File: config.mk
export PLATFORM = sky130hd
export DESIGN_NAME = seq_shift_mul
export DESIGN_NICKNAME = d
export VERILOG_FILES = /design/src/rtl/mulseq_pkg.sv /design/src/rtl/mul_adder.sv /design/src/rtl/mul_ctrl.sv /design/src/rtl/mul_datapath.sv /design/src/rtl/seq_shift_mul.sv
export SDC_FILE = /design/constraint.sdc
export NUM_CORES = 1
export LEC_CHECK = 0
export CORE_AREA = 10 10 121 123
export DETAILED_ROUTE_END_ITERATION = 8
export DIE_AREA = 0 0 131 133
export PLACE_DENSITY = 0.8
export SLEW_MARGIN = 5
export SYNTH_ARGS = -nofsm -noshare
export SYNTH_HDL_FRONTEND = slang
export SYNTH_SLANG_ARGS = --single-unit
File: constraint.sdc
create_clock -name clk -period 3.2 [get_ports clk]
set_input_delay 0.48 -clock clk [delete_from_list [all_inputs] [get_ports clk]]
set_output_delay 0.48 -clock clk [all_outputs]
set_load 0.005 [all_outputs]
File: src/rtl/mulseq_pkg.sv
package mulseq_pkg;
   typedef enum logic [0:0] {
      ST_IDLE = 1'b0,
      ST_RUN  = 1'b1
   } mul_state_t;

   localparam int ADDER_BEHAV  = 0;
   localparam int ADDER_RIPPLE = 1;
endpackage

File: src/rtl/mul_adder.sv
module mul_adder #(
   parameter int W    = 32,
   parameter int KIND = 0
) (
   input  logic [W-1:0] a_i,
   input  logic [W-1:0] b_i,
   output logic [W:0]   sum_o
);
   generate
      if (KIND == mulseq_pkg::ADDER_RIPPLE) begin : g_ripple
         logic [W:0] cy;
         assign cy[0] = 1'b0;
         for (genvar i = 0; i < W; i++) begin : g_bit
            assign sum_o[i] = a_i[i] ^ b_i[i] ^ cy[i];
            assign cy[i+1]  = (a_i[i] & b_i[i]) | (cy[i] & (a_i[i] ^ b_i[i]));
         end
         assign sum_o[W] = cy[W];
      end else begin : g_behav
         assign sum_o = {1'b0, a_i} + {1'b0, b_i};
      end
   endgenerate
endmodule

File: src/rtl/mul_ctrl.sv
module mul_ctrl #(
   parameter int OP_W = 32
) (
   input  logic clk,
   input  logic rst_n,
   input  logic start,
   output logic load_o,
   output logic step_o,
   output logic busy_o,
   output logic done_o
);
   import mulseq_pkg::*;

   localparam int CNT_W = (OP_W > 1) ? $clog2(OP_W) : 1;
   localparam logic [CNT_W-1:0] LAST = CNT_W'(OP_W - 1);

   mul_state_t       state_q;
   logic [CNT_W-1:0] iter_q;
   logic             done_q;

   assign load_o = start && (state_q == ST_IDLE);
   assign step_o = (state_q == ST_RUN);
   assign busy_o = (state_q == ST_RUN);
   assign done_o = done_q;

   always_ff @(posedge clk or negedge rst_n) begin
      if (!rst_n) begin
         state_q <= ST_IDLE;
         iter_q  <= '0;
         done_q  <= 1'b0;
      end else begin
         done_q <= 1'b0;
         case (state_q)
            ST_IDLE: begin
               if (start) begin
                  state_q <= ST_RUN;
                  iter_q  <= '0;
               end
            end
            default: begin
               if (iter_q == LAST) begin
                  state_q <= ST_IDLE;
                  done_q  <= 1'b1;
               end
               iter_q <= iter_q + 1'b1;
            end
         endcase
      end
   end
endmodule

File: src/rtl/mul_datapath.sv
module mul_datapath #(
   parameter int OP_W       = 32,
   parameter int ADDER_KIND = 0
) (
   input  logic              clk,
   input  logic              rst_n,
   input  logic              load_i,
   input  logic              step_i,
   input  logic [OP_W-1:0]   mcand_i,
   input  logic [OP_W-1:0]   mplier_i,
   output logic [2*OP_W-1:0] acc_o
);
   localparam int PROD_W = 2 * OP_W;

   logic [OP_W-1:0]   mcand_q;
   logic [PROD_W-1:0] acc_q;
   logic [OP_W-1:0]   addend;
   logic [OP_W:0]     sum;

   assign addend = acc_q[0] ? mcand_q : '0;

   mul_adder #(.W(OP_W), .KIND(ADDER_KIND)) u_add (
      .a_i  (acc_q[PROD_W-1:OP_W]),
      .b_i  (addend),
      .sum_o(sum)
   );

   always_ff @(posedge clk or negedge rst_n) begin
      if (!rst_n) begin
         mcand_q <= '0;
         acc_q   <= '0;
      end else if (load_i) begin
         mcand_q <= mcand_i;
         acc_q   <= {{OP_W{1'b0}}, mplier_i};
      end else if (step_i) begin
         acc_q <= {sum, acc_q[OP_W-1:1]};
      end
   end

   assign acc_o = acc_q;
endmodule

File: src/rtl/seq_shift_mul.sv
module seq_shift_mul #(
   parameter int OP_W       = 32,
   parameter int ADDER_KIND = mulseq_pkg::ADDER_BEHAV
) (
   input  logic            clk,
   input  logic            rst_n,
   input  logic            start,
   input  logic [OP_W-1:0] mcand_i,
   input  logic [OP_W-1:0] mplier_i,
   output logic            busy_o,
   output logic            done_o,
   output logic [OP_W-1:0] prod_hi_o,
   output logic [OP_W-1:0] prod_lo_o
);
   localparam int PROD_W = 2 * OP_W;

   generate
      if (OP_W < 2) begin : g_bad_width
         $error("seq_shift_mul: OP_W must be at least 2");
      end
      if (ADDER_KIND != mulseq_pkg::ADDER_BEHAV &&
          ADDER_KIND != mulseq_pkg::ADDER_RIPPLE) begin : g_bad_kind
         $error("seq_shift_mul: unknown ADDER_KIND");
      end
   endgenerate

   logic              load, step;
   logic [PROD_W-1:0] acc;

   mul_ctrl #(.OP_W(OP_W)) u_ctrl (
      .clk   (clk),
      .rst_n (rst_n),
      .start (start),
      .load_o(load),
      .step_o(step),
      .busy_o(busy_o),
      .done_o(done_o)
   );

   mul_datapath #(.OP_W(OP_W), .ADDER_KIND(ADDER_KIND)) u_dp (
      .clk     (clk),
      .rst_n   (rst_n),
      .load_i  (load),
      .step_i  (step),
      .mcand_i (mcand_i),
      .mplier_i(mplier_i),
      .acc_o   (acc)
   );

   assign prod_hi_o = acc[PROD_W-1:OP_W];
   assign prod_lo_o = acc[OP_W-1:0];
endmodule

==> results of run 1 <==
## final cells by class
class,count,area (sq um)
fillers,1001,4420
repair buffers,141,1410
well taps,172,215
flip-flops and latches,103,2580
inverters,15,56.3
multi-input cells,491,3400
clock buffers,11,243
clock inverters,5,46.3
## logic make-up (layout without fill, tap and decap cells)
kind of cell	after synthesis	count (layout)	share of synthesized area
simple gates	196	196	0.154
xor+xnor	21	21	0.0297
compound gates	174	174	0.181
mux	65	65	0.112
buf+inv	52	172	0.0350
fa+ha+maj	35	35	0.0720
flops	103	103	0.416
## power by group
group | internal (mW) | switching [mW]
clock network | 0.567 | 0.525
registers | 1.97 | 0.525
logic | 2.27 | 2.34
total | 4.81 | 3.39
## critical path: cells and delay by family (launching register included)
family / cells / cell delay (ns)
and+or+nand+nor: 1 / 0.16
DFF: 1 / 0.43
AOI/OAI and AO/OA: 6 / 1.38
buffers and inverters: 1 / 0.22
xor gates and xnor gates: 1 / 0.21
adders and majority gates: 1 / 0.37
## path summary, 6_finish.rpt
kind                                          endpoint  slack (ns)
max in group asynchronous      u_ctrl.busy_o$_DFF_PN0_        2.30
setup reg to reg            u_dp.acc_o[56]$_DFFE_PN0P_        0.28
hold / removal              u_dp.acc_o[46]$_DFFE_PN0P_        0.17
hold reg to reg            u_dp.mcand_q[2]$_DFFE_PN0P_        0.51
min in group clk           u_dp.mcand_q[2]$_DFFE_PN0P_        0.51
setup / recovery            u_dp.acc_o[56]$_DFFE_PN0P_        0.28
## synth_stat cells (5+ instances only)
| cell type | instances |
|---|---|
| a21o_1 | 6 |
| a21oi_1 | 36 |
| and2_1 | 32 |
| buf_2 | 5 |
| clkbuf_1 | 25 |
| dfrtp_1 | 103 |
| ha_1 | 34 |
| inv_1 | 15 |
| mux2_2 | 32 |
| mux2i_1 | 33 |
| nand2_1 | 87 |
| nand3_1 | 11 |
| nand4_1 | 9 |
| nor2_1 | 28 |
| nor3_1 | 5 |
| o21a_1 | 6 |
| o21ai_0 | 69 |
| o21bai_1 | 5 |
| o31ai_1 | 5 |
| or3_1 | 5 |
| xnor2_1 | 12 |
| xor2_1 | 9 |
## registers in the layout (all words and copies together), names as in the netlist
register       flops
u_ctrl.iter_q      5
u_ctrl.done_o      1
u_ctrl.busy_o      1
u_dp.acc_o        64
u_dp.mcand_q      32
## layer usage
metal	GRT usage	vias to the layer above
met5	0	-
met4	0.0513	0
met3	0.0859	30
met2	0.319	174
met1	0.223	2563
li1	-	2534
## per-stage QoR
stage | util | hold slack (ns) | total power, mW
after floorplan | - | 0.184 | 5.39
after global placement | 0.619 | 0.485 | 6.95
after detailed placement | 0.619 | 0.488 | 7.10
after CTS | 0.643 | 0.193 | 8.24
after global routing | 0.643 | 0.211 | 8.89
final | 0.643 | 0.170 | 8.20
## cells in the final DEF (no fill, tap or decap), types with 6 or more instances in the layout
cell	count
a21o_1	6
a21oi_1	36
and2_1	32
buf_4	8
clkbuf_16	9
clkdlybuf4s50_1	130
dfrtp_1	102
ha_1	34
inv_1	15
mux2_2	32
mux2i_1	33
nand2_1	87
nand3_1	11
nand4_1	9
nor2_1	27
o21a_1	6
o21ai_0	69
xnor2_1	12
xor2_1	9
==> results.py, run 1 <==
metrics = {
    "logic_synthesis": {
        "ys_seq_area_frac": 0.416,
        "synth_area_sq_mm": 0.00619,
        "yosys-top-cells-area": "dfrtp_1, ha_1, mux2_2, o21ai_0, mux2i_1",
        "synth-edff-count": 0,
        "synth_async_sr_flop_share": 1.00,
        "syn-num-nets": 748,
        "ys_ff_latch": 103,
        "ys.flop_type": "dfrtp_1",
        "yosysUniqueCellTypes": 69,
        "synthCells": 646,
        "syn-mean-instance-area_sq_um": 9.58,
        "synth_area_leader_cell": "dfrtp_1",
        "synth_top_area_frac": 0.416,
        "ys_warn_count": 0,
    },
    "detailed_routing": {
        "vias": 5301,
        "drc_errors": 0,
        "wl_met2_microns": 7910,
        "viasPerCell": 5.65,
        "drt_iter0_drc": 374,
        "postRouteWirelength_microns": 16500,
        "antenna_left": 0,
        "wl_per_cell_microns": 17.6,
        "met1_length_microns": 6800,
        "wl_met3_microns": 1510,
        "drtPass1Iterations": 5,
        "highest_layer": "met4",
    },
    "layout": {
        "area_growth_pct": 28.4,
        "drive_gt1_frac": 0.103,
        "postLayoutCellArea_sq_mm": 0.00795,
        "fin_cells": 938,
        "diodes": 0,
        "final_nets": 863,
    },
    "placement": {
        "place_congestion": 0.938,
        "placed_cells": 922,
        "dpl-instance-area_sq_mm": 0.00766,
        "place_ws_ns": 0.358,
        "dpl.hpwl_microns": 12400,
        "place.port_buffers": 132,
    },
    "clock_network": {
        "clkLatencyLatePin_ns": 0.36,
        "numCtsBuffers": 9,
        "cts_setup_buffers": 0,
        "cts_sinks": 103,
        "postCtsHoldBufs": 0,
        "root_buffer": "clkbuf_16",
        "cts_tree": "done",
        "clockBufferDepth": 2,
        "cts-resized-gates": 0,
        "clk_pin_slew_worst_paths_ns": 0.07,
        "h-tree-depth": 3,
    },
    "global_routing": {
        "grt_usage": 0.194,
        "gr-total-overflow": 0,
        "grt_max_degree": 57,
        "grt_pass1_wl_microns": 27600,
        "grt_antenna_before_repair": 0,
        "grt_pass1_vias": 5625,
    },
    "floorplanning": {
        "start_util": 0.501,
        "die_h_microns": 133,
        "die_w_microns": 131,
        "core-area_sq_mm": 0.0124,
        "dieArea_sq_mm": 0.0174,
        "rows": 41,
        "pin_count": 133,
    },
    "setup_path": {
        "reg2regPathDepth": 10,
        "critical_path.startpoint": "u_dp.acc_o[0]$_DFFE_PN0P_",
        "cp_slowest_cell": "a211oi_1",
        "startpoint_type": "flip-flop",
        "cp_cell_sequence": "buf_4, and2_1, ha_1, a21oi_1, o211ai_1, o21ai_2, a21oi_1, a211oi_1, xor2_1, o21ai_0",
        "cp_slowest_stage_delay_ns": 0.56,
        "worstPathMaxFanout": 18,
        "critPathRequiredTime_ns": 3.42,
        "endpoint_kind": "flip-flop",
        "cp.arrival_ns": 3.14,
        "r2r_start": "u_dp.acc_o[0]$_DFFE_PN0P_",
        "cpMostUsedCell": "a21oi_1",
        "crit_type": "flip-flop to flip-flop",
    },
    "power": {
        "p_per_area_mw_per_mm2": 1030,
        "power.leakage_nw": 3.39,
        "ir_worst_vdd_v": 0.000594,
    },
    "sta": {
        "worst_pin_slew_ns": 0.781,
        "rsz0062_at_grt": "false",
        "slew_headroom": 0.479,
        "fin_skew_ns": 0.0108,
        "fin_crit_sh": 0.912,
        "fin_setup_tns_ns": 0,
        "period_needed_ns": 2.92,
        "fin_ws_ns": 0.281,
        "maxSlewViolCount": 0,
        "finalHoldViolations": 0,
        "fmax_mhz": 343,
        "setup-violations-final": 0,
    },
    "status": {
        "outcome": "completed",
    },
    "run": {
        "maxCapViolCount": 0,
    },
    "worst_hold_path": {
        "hold_path.class": "input pin to async pin",
    },
}
(Power assumes the default switching activity.)
==> run 2, diff against run 1 <==
--- a/config.mk
+++ b/config.mk
@@ -6,6 +6,7 @@
 export NUM_CORES = 1
 export LEC_CHECK = 0
 export CORE_AREA = 10 10 121 123
+export CTS_CLUSTER_DIAMETER = 60
 export DETAILED_ROUTE_END_ITERATION = 8
 export DIE_AREA = 0 0 131 133
 export PLACE_DENSITY = 0.8
==> results of run 2 <==
Final layout, timing and power as in run 1 (identical DEF).
==> run 3, diff against run 2 <==
--- a/config.mk
+++ b/config.mk
@@ -5,10 +5,10 @@
 export SDC_FILE = /design/constraint.sdc
 export NUM_CORES = 1
 export LEC_CHECK = 0
-export CORE_AREA = 10 10 121 123
+export CORE_AREA = 5 5 116 118
 export CTS_CLUSTER_DIAMETER = 60
 export DETAILED_ROUTE_END_ITERATION = 8
-export DIE_AREA = 0 0 131 133
+export DIE_AREA = 0 0 121 123
 export PLACE_DENSITY = 0.8
 export SLEW_MARGIN = 5
 export SYNTH_ARGS = -nofsm -noshare
==> run 3 against run 2 <==
Net effect:
- core utilization rose by 0.10 points
- final area rose by 0.16%
- global-route usage rose by 3.0 points
- first-iteration DRC count fell by 8.8%
- critical path type unchanged
==> results.py, run 3 (same netlist as run 1, synthesis figures left out) <==
metrics = {
    "status": {
        "outcome": "completed",
    },
    "setup_path": {
        "endpoint_kind": "flip-flop",
        "cp_cell_sequence": "buf_4, and2_1, ha_1, nor2b_2, o211ai_2, a21boi_4, a211oi_2, nor4b_2, or3_1, a32o_1",
        "crit_type": "flip-flop to flip-flop",
        "cp-endpoint": "u_dp.acc_o[55]$_DFFE_PN0P_",
        "rrSetupSlack_ns": 0.35,
        "worstPathMaxFanout": 19,
        "cp_slowest_stage_delay_ns": 0.41,
        "startpoint_type": "flip-flop",
        "cp_slowest_cell": "a211oi_2",
        "critical_path.startpoint": "u_dp.acc_o[0]$_DFFE_PN0P_",
        "critPathRequiredTime_ns": 3.45,
        "rr_endpoint": "u_dp.acc_o[55]$_DFFE_PN0P_",
        "reg2regPathDepth": 10,
        "r2r_start": "u_dp.acc_o[0]$_DFFE_PN0P_",
        "cp.arrival_ns": 3.10,
    },
    "layout": {
        "diodes": 0,
        "drive_gt1_frac": 0.107,
        "area_growth_pct": 28.6,
        "final_common_cell": "clkdlybuf4s50_1",
        "final_cell_mix": "clkdlybuf4s50_1, dfrtp_1, nand2_1",
        "fillCellCount": 1041,
        "final_nets": 865,
        "largest_reg_flops": 64,
    },
    "power": {
        "power.leakage_nw": 3.40,
        "p_per_area_mw_per_mm2": 1030,
        "power.total_mw": 8.20,
        "ir_worst_vdd_v": 0.000471,
    },
    "floorplanning": {
        "start_util": 0.501,
        "die_h_microns": 123,
        "rows": 41,
        "core-area_sq_mm": 0.0124,
        "die_w_microns": 121,
        "pin_count": 133,
        "dieArea_sq_mm": 0.0149,
    },
    "clock_network": {
        "cts_setup_buffers": 0,
        "cts_sinks": 103,
        "cts_tree": "done",
        "clockBufferDepth": 2,
        "cts-resized-gates": 0,
        "h-tree-depth": 3,
        "postCtsHoldBufs": 0,
        "root_buffer": "clkbuf_16",
        "numCtsBuffers": 9,
        "clkLatencyLatePin_ns": 0.36,
        "clk_pin_slew_worst_paths_ns": 0.07,
    },
    "sta": {
        "fin_crit_sh": 0.890,
        "worst_pin_slew_ns": 0.718,
        "finalHoldViolations": 0,
        "period_needed_ns": 2.85,
        "slew_headroom": 0.521,
        "fin_setup_tns_ns": 0,
        "maxSlewViolCount": 0,
        "fmax_mhz": 351,
        "rsz0062_at_grt": "false",
        "fin_skew_ns": 0.00955,
        "setup-violations-final": 0,
    },
    "detailed_routing": {
        "drc_errors": 0,
        "wl_per_cell_microns": 17.1,
        "vias": 5297,
        "drtPass1Iterations": 4,
        "postRouteWirelength_microns": 16000,
        "drt_iter0_drc": 341,
        "antenna_left": 0,
        "viasPerCell": 5.64,
    },
    "placement": {
        "place_congestion": 0.918,
        "dpl.hpwl_microns": 12000,
        "place.port_buffers": 132,
    },
    "global_routing": {
        "grt_pass1_vias": 5524,
        "gr-total-overflow": 0,
        "grt_max_degree": 69,
        "grt_pass1_wl_microns": 27000,
        "grt_usage": 0.224,
        "grt_antenna_before_repair": 0,
    },
    "worst_hold_path": {
        "hold_path.class": "input pin to async pin",
    },
    "run": {
        "maxCapViolCount": 0,
    },
}
-- run 3: worst min-delay path by stage --
stage                            startpoint                           end  slack, ns  cells after the start
4_1_cts                               rst_n  u_dp.mcand_q[15]$_DFFE_PN0P_       0.20                      1
3_3_place_gp     u_dp.acc_o[15]$_DFFE_PN0P_    u_dp.acc_o[14]$_DFFE_PN0P_       0.48                      2
3_5_place_dp   u_ctrl.iter_q[4]$_DFFE_PN0P_  u_ctrl.iter_q[4]$_DFFE_PN0P_       0.49                      1
5_1_grt                               rst_n  u_dp.mcand_q[15]$_DFFE_PN0P_       0.23                      1
2_1_floorplan                         rst_n       u_ctrl.busy_o$_DFF_PN0_       0.18                      0
6_report                              rst_n  u_dp.mcand_q[15]$_DFFE_PN0P_       0.17                      1
-- run 3: critical path: cells and delay by family (launching register included) --
family	cells	cell delay, ns
simple gates	4	0.81
compound gates	4	1.01
buf+inv	1	0.20
flops	1	0.40
fa+ha+maj	1	0.32
-- run 3: per-layer routing --
layer | vias up | share of wire | track usage
li1 | 2534 | - | -
met1 | 2560 | 0.42 | 0.275
met2 | 172 | 0.48 | 0.380
met3 | 31 | 0.079 | 0.0618
met4 | 0 | 0.021 | 0.0786
met5 | - | 0 | 0
-- run 3: cell type report --
class | instances | area, sq um | area share
Inverter | 15 | 56.3 | 0.00707
Sequential cell | 103 | 2580 | 0.324
Timing Repair Buffer | 143 | 1410 | 0.177
Clock buffer | 10 | 239 | 0.0300
Clock inverter | 6 | 60.1 | 0.00755
Tap cell | 172 | 215 | 0.0270
Multi-Input combinational cell | 491 | 3400 | 0.427
-- run 3: stage by stage --
| step | hold WS [ns] | utilization | instances | instance area (sq um) | setup slack (ns) |
|---|---|---|---|---|---|
| 6_report | 0.167 | 0.644 | 940 | 7960 | 0.351 |
| 5_1_grt | 0.226 | 0.644 | 940 | 7960 | 0.164 |
| 4_1_cts | 0.196 | 0.644 | 940 | 7960 | 0.359 |
| 3_5_place_dp | 0.490 | 0.620 | 924 | 7660 | 0.387 |
| 3_3_place_gp | 0.485 | 0.620 | 924 | 7660 | 0.464 |
| 2_1_floorplan | 0.184 | - | 646 | 6190 | 0.435 |
-- run 3: power breakdown --
group          switching [mW]  internal [mW]  total, mW  leakage [nW]
Combinational            2.34           2.27       4.61          2.01
Sequential              0.509           1.97       2.48          1.25
Clock                   0.540          0.570       1.11         0.149
